$ cat src/rtl/lzc_pkg.sv
package lzc_pkg;
  typedef enum logic {
    ESZ_D = 1'b0,
    ESZ_Q = 1'b1
  } esz_e;

  typedef enum logic [1:0] {
    VL_128 = 2'd0,
    VL_256 = 2'd1,
    VL_512 = 2'd2,
    VL_RSV = 2'd3
  } vlen_e;
endpackage

$ cat src/rtl/lzc_prio.sv
// Recursive leading-zero priority encoder; cnt_o == W when vec_i is zero.
module lzc_prio #(
  parameter int W  = 32,
  parameter int CW = $clog2(W) + 1
) (
  input  logic [W-1:0]  vec_i,
  output logic [CW-1:0] cnt_o
);
  if (W == 1) begin : g_leaf
    assign cnt_o = CW'(~vec_i[0]);
  end else begin : g_node
    localparam int HW  = W / 2;
    localparam int HCW = $clog2(HW) + 1;
    logic [HCW-1:0] hi_cnt, lo_cnt;

    lzc_prio #(.W(HW), .CW(HCW)) i_hi (.vec_i(vec_i[W-1:HW]), .cnt_o(hi_cnt));
    lzc_prio #(.W(HW), .CW(HCW)) i_lo (.vec_i(vec_i[HW-1:0]), .cnt_o(lo_cnt));

    // upper half all zero -> continue into lower half
    assign cnt_o = hi_cnt[HCW-1] ? (CW'(HW) + CW'(lo_cnt)) : CW'(hi_cnt);
  end
endmodule

$ cat src/rtl/lzc_vlen_dec.sv
module lzc_vlen_dec #(
  parameter int NSUB    = 16,
  parameter int MIN_SUB = 4
) (
  input  logic [1:0]      vlen_i,
  output logic [NSUB-1:0] act_o
);
  localparam int NSTEP = $clog2(NSUB / MIN_SUB);

  int lim;

  always_comb begin
    if (int'(vlen_i) >= NSTEP) lim = NSUB;
    else                       lim = MIN_SUB << vlen_i;
    for (int c = 0; c < NSUB; c++) act_o[c] = (c < lim);
  end
endmodule

$ cat src/rtl/lzc_src_sel.sv
module lzc_src_sel #(
  parameter int NSUB = 16,
  parameter int DW   = 32
) (
  input  logic [NSUB*DW-1:0] src_i,
  input  logic [2*DW-1:0]    bval_i,
  input  logic               bcast_i,
  input  logic               esz_q_i,
  output logic [NSUB*DW-1:0] src_o
);
  for (genvar c = 0; c < NSUB; c++) begin : g_sub
    logic [DW-1:0] bsel;
    // odd 32-bit slots take the scalar's upper half in 64-bit mode
    if (c % 2 == 1) begin : g_odd
      assign bsel = esz_q_i ? bval_i[2*DW-1:DW] : bval_i[DW-1:0];
    end else begin : g_even
      assign bsel = bval_i[DW-1:0];
    end
    assign src_o[c*DW +: DW] = bcast_i ? bsel : src_i[c*DW +: DW];
  end
endmodule

$ cat src/rtl/lzc_lane_pair.sv
// One 64-bit slice: two 32-bit lanes or one 64-bit lane.
module lzc_lane_pair #(
  parameter int DW = 32
) (
  input  logic [2*DW-1:0] src_i,
  input  logic [2*DW-1:0] old_i,
  input  logic            esz_q_i,
  input  logic            mask_en_i,
  input  logic            zeroing_i,
  input  logic            m_lo_i,
  input  logic            m_hi_i,
  input  logic            m_q_i,
  input  logic            act_lo_i,
  input  logic            act_hi_i,
  output logic [2*DW-1:0] res_o
);
  localparam int CW  = $clog2(DW) + 1;
  localparam int QCW = CW + 1;

  logic [CW-1:0]  c_lo, c_hi;
  logic [QCW-1:0] c_q;
  logic [DW-1:0]  cnt_lo, cnt_hi;
  logic           we_lo, we_hi;

  lzc_prio #(.W(DW), .CW(CW)) i_lo (.vec_i(src_i[DW-1:0]),    .cnt_o(c_lo));
  lzc_prio #(.W(DW), .CW(CW)) i_hi (.vec_i(src_i[2*DW-1:DW]), .cnt_o(c_hi));

  assign c_q = c_hi[CW-1] ? (QCW'(c_hi) + QCW'(c_lo)) : QCW'(c_hi);

  always_comb begin
    if (esz_q_i) begin
      cnt_lo = DW'(c_q);
      cnt_hi = '0;
      we_lo  = !mask_en_i || m_q_i;
      we_hi  = we_lo;
    end else begin
      cnt_lo = DW'(c_lo);
      cnt_hi = DW'(c_hi);
      we_lo  = !mask_en_i || m_lo_i;
      we_hi  = !mask_en_i || m_hi_i;
    end

    if (!act_lo_i)     res_o[DW-1:0] = '0;
    else if (we_lo)    res_o[DW-1:0] = cnt_lo;
    else if (zeroing_i) res_o[DW-1:0] = '0;
    else               res_o[DW-1:0] = old_i[DW-1:0];

    if (!act_hi_i)     res_o[2*DW-1:DW] = '0;
    else if (we_hi)    res_o[2*DW-1:DW] = cnt_hi;
    else if (zeroing_i) res_o[2*DW-1:DW] = '0;
    else               res_o[2*DW-1:DW] = old_i[2*DW-1:DW];
  end
endmodule

$ cat src/rtl/simd_lzc_unit.sv
module simd_lzc_unit
  import lzc_pkg::*;
#(
  parameter int VEC_W  = 512,
  parameter int DW     = 32,
  parameter int MIN_VL = 128
) (
  input  logic                clk_i,
  input  logic                rst_ni,
  input  logic                in_valid_i,
  input  logic [VEC_W-1:0]    src_i,
  input  logic [2*DW-1:0]     bcast_val_i,
  input  logic                bcast_en_i,
  input  logic [VEC_W-1:0]    old_dst_i,
  input  logic [VEC_W/DW-1:0] mask_i,
  input  logic                mask_en_i,
  input  logic                zeroing_i,
  input  logic                esz_i,
  input  logic [1:0]          vlen_i,
  output logic                out_valid_o,
  output logic [VEC_W-1:0]    dst_o
);
  localparam int NSUB    = VEC_W / DW;
  localparam int NPAIR   = NSUB / 2;
  localparam int MIN_SUB = MIN_VL / DW;

  esz_e             esz;
  logic [NSUB-1:0]  act;
  logic [VEC_W-1:0] src_eff;
  logic [VEC_W-1:0] dst_d;

  assign esz = esz_e'(esz_i);

  lzc_vlen_dec #(.NSUB(NSUB), .MIN_SUB(MIN_SUB)) i_vdec (
    .vlen_i (vlen_i),
    .act_o  (act)
  );

  lzc_src_sel #(.NSUB(NSUB), .DW(DW)) i_ssel (
    .src_i   (src_i),
    .bval_i  (bcast_val_i),
    .bcast_i (bcast_en_i),
    .esz_q_i (esz == ESZ_Q),
    .src_o   (src_eff)
  );

  for (genvar k = 0; k < NPAIR; k++) begin : g_pair
    lzc_lane_pair #(.DW(DW)) i_pair (
      .src_i     (src_eff[k*2*DW +: 2*DW]),
      .old_i     (old_dst_i[k*2*DW +: 2*DW]),
      .esz_q_i   (esz == ESZ_Q),
      .mask_en_i (mask_en_i),
      .zeroing_i (zeroing_i),
      .m_lo_i    (mask_i[2*k]),
      .m_hi_i    (mask_i[2*k+1]),
      .m_q_i     (mask_i[k]),
      .act_lo_i  (act[2*k]),
      .act_hi_i  (act[2*k+1]),
      .res_o     (dst_d[k*2*DW +: 2*DW])
    );
  end

  always_ff @(posedge clk_i or negedge rst_ni) begin
    if (!rst_ni) begin
      out_valid_o <= 1'b0;
      dst_o       <= '0;
    end else begin
      out_valid_o <= in_valid_i;
      if (in_valid_i) dst_o <= dst_d;
    end
  end
endmodule

$ cat config.mk
export PLATFORM = sky130hd
export DESIGN_NAME = simd_lzc_unit
export DESIGN_NICKNAME = d
export VERILOG_FILES = /design/src/rtl/lzc_pkg.sv /design/src/rtl/lzc_prio.sv /design/src/rtl/lzc_vlen_dec.sv /design/src/rtl/lzc_src_sel.sv /design/src/rtl/lzc_lane_pair.sv /design/src/rtl/simd_lzc_unit.sv
export SDC_FILE = /design/constraint.sdc
export NUM_CORES = 2
export LEC_CHECK = 0
export ABC_AREA = 1
export BUFFER_PORTS_ARGS = -buffer_cell sky130_fd_sc_hd__buf_2
export CAP_MARGIN = 30
export CORE_AREA = 8 8 628 630
export DETAILED_ROUTE_END_ITERATION = 12
export DIE_AREA = 0 0 636 638
export HOLD_SLACK_MARGIN = 0.02
export PLACE_DENSITY_LB_ADDON = 0.3
export SYNTH_ARGS = -nofsm -noshare
export SYNTH_HDL_FRONTEND = slang
export SYNTH_SLANG_ARGS = --single-unit
$ cat constraint.sdc
create_clock -name clk_i -period 0.82 [get_ports clk_i]
set_input_delay 0.082 -clock clk_i [delete_from_list [all_inputs] [get_ports clk_i]]
set_output_delay 0.082 -clock clk_i [all_outputs]
set_load 0.02 [all_outputs]
After elaboration in Yosys (flattened, before gate mapping)
Cells that the tools add are included.

Flip-flop bits (word level): 513. Bits in latches: 0. Memory bits (writable): 0. Memory bits (read-only): 0. Output and inout port bits: 513. Word-level logic and storage cells: 1654. Memories kept: 0.

Add/subtract/negate cells: 504. $mul: 0. Div/mod/pow operators: 0. $lt $le $gt $ge: 17. Equality and inequality tests: 0. Shift operators: 1. Mux-type cells: 601. Bitwise gates (word level): 512. Reduce and logical (&&, ||, !) cells: 17.

Operators by type and width (count): 32-bit 2-to-1 mux (66); 1-bit by 1-bit adder with 2-bit output (first input constant) (256); 2-bit 2-to-1 mux (256); 1-bit NOT (512); 2-bit by 2-bit adder with 3-bit output (first input constant) (128); 3-bit 2-to-1 mux (128); 3-bit by 3-bit adder with 4-bit output (first input constant) (64); 5-bit by 32-bit < comparator with 1-bit output (first input constant) (8); 4-bit 2-to-1 mux (64); 4-bit by 4-bit adder with 5-bit output (first input constant) (32); 5-bit 2-to-1 mux (32); 6-bit 2-to-1 mux (24); 4-bit by 32-bit < comparator with 1-bit output (first input constant) (4); 7-bit 2-to-1 mux (16); 5-bit by 5-bit adder with 6-bit output (first input constant) (16); 3-bit by 32-bit < comparator with 1-bit output (first input constant) (2); 6-bit by 6-bit adder with 7-bit output (8); 1-bit by 32-bit < comparator with 1-bit output (first input constant) (1); 2-bit by 32-bit < comparator with 1-bit output (first input constant) (1); 3-bit by 2-bit left shift with 32-bit output (first input constant) (1); 1-bit logical OR (16); 1-bit 2-to-1 mux (15); 2-bit >= comparator (second input constant) (1); 1-bit logical NOT (1).

Depth between registers and ports, before layout
Depth after elaboration: 18. Depth in mapped cells: 29. Depth with buffers taken out: 26.

Modules after synthesis
From an unflattened synthesis, not the netlist that was laid out.

Cells, all modules: 9102. Area, all modules: 48597.9 sq um.

Modules (own cells, without submodules): simd_lzc_unit (times used 1, cells an instance 2163, area each 19454.9 sq um, sequential area each 12837.3 sq um); lzc_lane_pair (times used 8, cells an instance 236, area each 1099.8 sq um, sequential area each 0.0 sq um); lzc_src_sel (times used 1, cells an instance 1288, area each 5534.1 sq um, sequential area each 0.0 sq um); lzc_prio at g_pair[0].i_pair.i_hi.g_node.i_hi.g_node.i_hi.g_node.i_hi.g_node.i_hi ... (times used 256, cells an instance 4, area each 17.5 sq um, sequential area each 0.0 sq um); lzc_prio at g_pair[0].i_pair.i_hi.g_node.i_hi.g_node.i_hi.g_node.i_hi ... (times used 128, cells an instance 7, area each 26.3 sq um, sequential area each 0.0 sq um); lzc_prio at g_pair[0].i_pair.i_hi.g_node.i_hi.g_node.i_hi ... (times used 64, cells an instance 10, area each 37.5 sq um, sequential area each 0.0 sq um); lzc_prio at g_pair[0].i_pair.i_hi.g_node.i_hi.g_node.i_hi.g_node.i_hi.g_node.i_hi.g_node.i_hi ... (times used 512, cells an instance 1, area each 3.8 sq um, sequential area each 0.0 sq um); lzc_prio at g_pair[0].i_pair.i_hi.g_node.i_hi ... (times used 32, cells an instance 13, area each 48.8 sq um, sequential area each 0.0 sq um); lzc_prio at g_pair[0].i_pair.i_hi ... (times used 16, cells an instance 16, area each 60.1 sq um, sequential area each 0.0 sq um); lzc_vlen_dec (times used 1, cells an instance 19, area each 116.4 sq um, sequential area each 0.0 sq um).

Worst setup path after synthesis
No wires, ideal clock.

Path kind: input port to flip-flop. Start point: input port bcast_en_i. End point: register dst_o[4]. Arrival: 2.698 ns. Data required time: 0.694 ns. Slack: -2.004 ns. Stages: 21. Cells stage by stage: buf_6 > buf_4 > nand2_1 > a21boi_0 > nand2_1 > nor2_2 > inv_1 > nor2_1 > nand2_1 > clkinv_1 > nand2_1 > nand2_1 > inv_1 > ha_1 > fa_1 > nand3_1 > and2_1 > xor2_1 > o211ai_1 > a21oi_1 > o21ai_0.

Cells in the longest elaborated chain, start to end: 17. Elaborated cells between the ends (all ways): 195. Those cells by class: 63 x add/sub; 68 x mux; 64 x bitwise.

RTL lines: start: declaration (line simd_lzc_unit.sv:13) `input logic bcast_en_i,`; 32-bit 2-to-1 mux (line lzc_src_sel.sv:19) `assign src_o[c*DW +: DW] = bcast_i ? bsel : src_i[c*DW +: DW];`; 1-bit NOT (line lzc_prio.sv:10) `assign cnt_o = CW'(~vec_i[0]);`; 1-bit by 1-bit adder with 2-bit output (line lzc_prio.sv:20) `assign cnt_o = hi_cnt[HCW-1] ? (CW'(HW) + CW'(lo_cnt)) : CW'(hi_cnt);`; 2-bit 2-to-1 mux (line lzc_prio.sv:20); 2-bit by 2-bit adder with 3-bit output (line lzc_prio.sv:20); 3-bit 2-to-1 mux (line lzc_prio.sv:20); 3-bit by 3-bit adder with 4-bit output (line lzc_prio.sv:20); 4-bit 2-to-1 mux (line lzc_prio.sv:20); 4-bit by 4-bit adder with 5-bit output (line lzc_prio.sv:20); 5-bit 2-to-1 mux (line lzc_prio.sv:20); 5-bit by 5-bit adder with 6-bit output (line lzc_prio.sv:20); 6-bit 2-to-1 mux (line lzc_prio.sv:20); 6-bit by 6-bit adder with 7-bit output (line lzc_lane_pair.sv:28) `assign c_q = c_hi[CW-1] ? (QCW'(c_hi) + QCW'(c_lo)) : QCW'(c_hi);`; 7-bit 2-to-1 mux (line lzc_lane_pair.sv:28); 7-bit 2-to-1 mux * (line lzc_lane_pair.sv:31) `if (esz_q_i) begin`; 32-bit 2-to-1 mux * (line lzc_lane_pair.sv:44) `else if (we_lo) res_o[DW-1:0] = cnt_lo;`; 32-bit 2-to-1 mux * (line lzc_lane_pair.sv:43) `if (!act_lo_i) res_o[DW-1:0] = '0;`; end signal: assignment (line simd_lzc_unit.sv:69) `if (in_valid_i) dst_o <= dst_d;`; end: declaration (line simd_lzc_unit.sv:21) `output logic [VEC_W-1:0] dst_o`.

Mark *: on every way between the ends. The rest lies on a longest branch, timed or not. A chain may end at the register's enable or synchronous reset.

Worst setup path in the final report
Start point: input port bcast_en_i. End point: register dst_o[197].

Same word-level chain as after synthesis.

==> metrics.md <==
| Metric | Value |
|---|---|
| Status | complete, but fails checks |
| Failing checks | negative hold slack, negative setup slack |
| Final wirelength | 426000 µm |
| Core area | 384000 µm² |
| CTS tree | yes |
| Proportion of power drawn by combinational gates | 0.374 |
| Setup crit end kind | flip-flop |
| Pwr/cell area | 1350 nW/µm² |
| I/O Pins | 1626 |
| EDFF count, synth | 0 |
| Reg clk slew, reported paths | 60 ps |
| WHS Path Cells | 7 |
| H-tree level count | 3 |
| Grt peak-use layer | met2 |
| Syn Area/Cell | 7.18 µm² |
| Dpl hpwl | 376000 µm |
| Synth Instances | 4888 |
| Hold_buf cts | 587 |
| Total negative slack | -647670 ps |
| Via count | 53.2k |
| Most common cell on crit path | nand2_1 |
| CP peak stage delay | 230 ps |
| Dpl cells | 12.4k |
| Die area | 406000 µm² |
| RSZ-0062 raised after global routing | yes |
| Gpl congestion | 0.967 |
| Nets@finish | 9286 |
| Maxcap violations | 0 |
| Clk buf depth | 4 |
| Placement Cell Area | 60100 µm² |
| R2r setup slk | -30 ps |
| Antenna Nets Post-Route | 0 |
| Slowest cell on crit path | ha_4 |
| Vias per inst | 3.97 |
| Clock Skews | 0 ps |
| Area growth from synthesis to layout | 111% |
| Net Switching | 36900 µW |
| Leak pwr | 0.0366 µW |
| Post-synth ARST share | 1.00 |
| WP data required | 1460 ps |
| Tmin final | 2630 ps |
| Starting DRT DRC Count | 4660 |
| Area of the multi-input gates | 23200 µm² |
| Count of pins over their slew limit | 0 |
| Period Utilization, post-route | 3.20 |
| Die W | 636 µm |
| First-pass GRT wire length | 538000 µm |
| FF-to-FF path depth | 1 |
| Layout Cells excl Fill | 13.4k |
| Sequential share of power | 0.274 |
| Endpoints failing setup | 1095 |
| Largest net degree at the start of global routing | 113 |
| Layout cell share with drive strength beyond 1 | 0.478 |
| # port buffers | 1625 |
| Total grt overflow | 0 |
| Crit path DAT | 3270 ps |
| Final instance area | 73900 µm² |
| Fillers | 43.5k |
| TritonCTS buffer count | 78 |
| Remaining DRCs | 0 |
| Yosys cell types | 64 |
| Internal | 62500 µW |
| GRT Total Usage | 0.199 |
| # rows | 228 |
| Startpoint Class | input pin |
| Hold_ws | -144 ps |
| Starting Density | 0.0913 |
| Routed wire length per instance | 31.8 µm |
| Seq. cell area | 12800 µm² |
| Commonest non-fill, non-tap cell in the layout | nand2_1 |
| Clk pwr share | 0.352 |
| Hold endpoint | dst_o[2] |
| Root buffer cell | clkbuf_16 |
| Crit Reg-Reg Endpoint | dst_o[305] |
| Yosys warning count | 0 |
| Crit Path Max Fanout | 7 |
| Crit Path Class | input pin to flip-flop |
| Post-Syn Nets | 6057 |
| Hold Violations, Final | 19 |
| Main synth FF type | dfrtp_1 |
| M1 GR Usage | 0.239 |
| Cell Area, Synth | 35100 µm² |
| Num Clock Sinks | 513 |
| DRT Pass-1 Iters | 6 |
| Hold path startpoint | mask_i[0] |
| Seq/Total Area, Yosys | 0.366 |
| Met3 Resource Use GR | 0.0669 |
| Max VDD drop | 1450 µV |
| Slew headroom | 0.515 |
| Achievable Freq | 381 MHz |
| Vias in the first global route | 51.9k |
| Min-Delay Path Class | input pin to flip-flop |
| Antenna violations before repair | 421 |
| Met2 GRT Util | 0.330 |
| Worst reg2reg path startpoint | dst_o[305] |
| Commonest non-fill, non-tap cells in the layout | 1597 x nand2_1, 1543 x buf_2, 941 x buf_4 |
| Final Worst Setup Slack | -1810 ps |
| Seq cells post-synth | 513 |
| Switching Fraction | 0.371 |
| Worst-Margin Slew | 720 ps |
| DIE HEIGHT | 638 µm |
| Clock latency at the later pin of the worst-skew pair | 830 ps |
worst max-delay path, delay by kind of cell:
family	cells	cell delay (ps)
AND/OR/NAND/NOR	11	1180
buffers and inverters	8	1000
AO/OA/AOI/OAI	4	580
adder cells (fa/ha/maj)	1	230
XOR/XNOR	1	150
synth_stat cells (21+ instances only):
library cell,n,area [µm²]
clkbuf_1,163,612
a21oi_1,255,1280
o21ai_1,40,200
a32o_1,408,4080
nor2_2,41,257
nand2_2,36,225
inv_1,347,1300
buf_6,41,462
ha_1,48,601
buf_2,38,190
nand4_1,32,200
nand3_1,222,1110
nor2_1,343,1290
nor3_1,21,105
a31oi_1,23,144
nand2_1,1885,7080
o21ai_0,152,761
dfrtp_1,513,12800
sequential cells by signal, summed over array words and instances, names as in the netlist:
signal       cells
dst_o          512
out_valid_o      1
cells by family (layout without fill, tap and decap cells):
logic type	after synthesis	count (layout)	share of synthesized area
AO/OA/AOI/OAI	981	981	0.208
XOR/XNOR	26	26	0.00649
adder cells (fa/ha/maj)	56	56	0.0217
buffers and inverters	637	3925	0.0797
flip-flops	513	513	0.366
multiplexers	10	10	0.00285
other	0	176	0
AND/OR/NAND/NOR	2665	2665	0.315
worst max path at each step:
| stage | start | end | slack [ps] | depth (start not counted) |
|---|---|---|---|---|
| 6_report | bcast_en_i | dst_o[197] | -1810 | 25 |
| 4_1_cts | bcast_en_i | dst_o[198] | -1720 | 25 |
| 3_5_place_dp | bcast_en_i | dst_o[326] | -3030 | 23 |
| 3_3_place_gp | bcast_en_i | dst_o[326] | -2990 | 23 |
| 2_1_floorplan | bcast_en_i | dst_o[196] | -1890 | 23 |
| 5_1_grt | bcast_en_i | dst_o[197] | -1860 | 24 |
layer usage:
metal  vias to the layer above  wire (µm)  share of wire
li1                      23300          -              -
met1                     26000     170000           0.40
met2                      2726     196000           0.46
met3                       926      37700          0.089
met4                       246      20300          0.048
met5                         -       1640         0.0039
power by group through the flow:
| stage | sequential (µW) | clock (µW) | combinational, µW |
|---|---|---|---|
| floorplan | 28800 | 0 | 10000 |
| global placement | 27700 | 0 | 31000 |
| detailed placement | 27700 | 0 | 31000 |
| CTS | 27300 | 36400 | 36100 |
| global route | 27400 | 37100 | 39500 |
| finish | 27300 | 35000 | 37200 |
metrics by stage:
| step | worst slack, ps | utilization | power [µW] |
|---|---|---|---|
| detailed placement | -3030 | 0.156 | 58700 |
| finish | -1810 | 0.192 | 99500 |
| global placement | -2990 | 0.156 | 58700 |
| floorplan | -1890 | - | 38800 |
| CTS | -1720 | 0.184 | 99700 |
| global route | -1860 | 0.192 | 104000 |
what timing repair did:
item	CTS	global route
resized for setup	418	556
hold endpoints to repair	1026	69
gates cloned	14	5
buffers inserted	47	78
pin swaps	78	216
setup endpoints to repair	995	1090
cell type report:
cell class,count,area share
Timing Repair Buffer,3409,0.365
Multi-Input combinational cell,3738,0.313
Sequential cell,513,0.174
Tap cell,5060,0.0856
Clock buffer,111,0.0307
Inverter,374,0.0207
Antenna cell,176,0.00596
Clock inverter,28,0.00432
Timing Repair inverter,3,0.000389
Note: power is estimated with default switching activity, not from simulation.
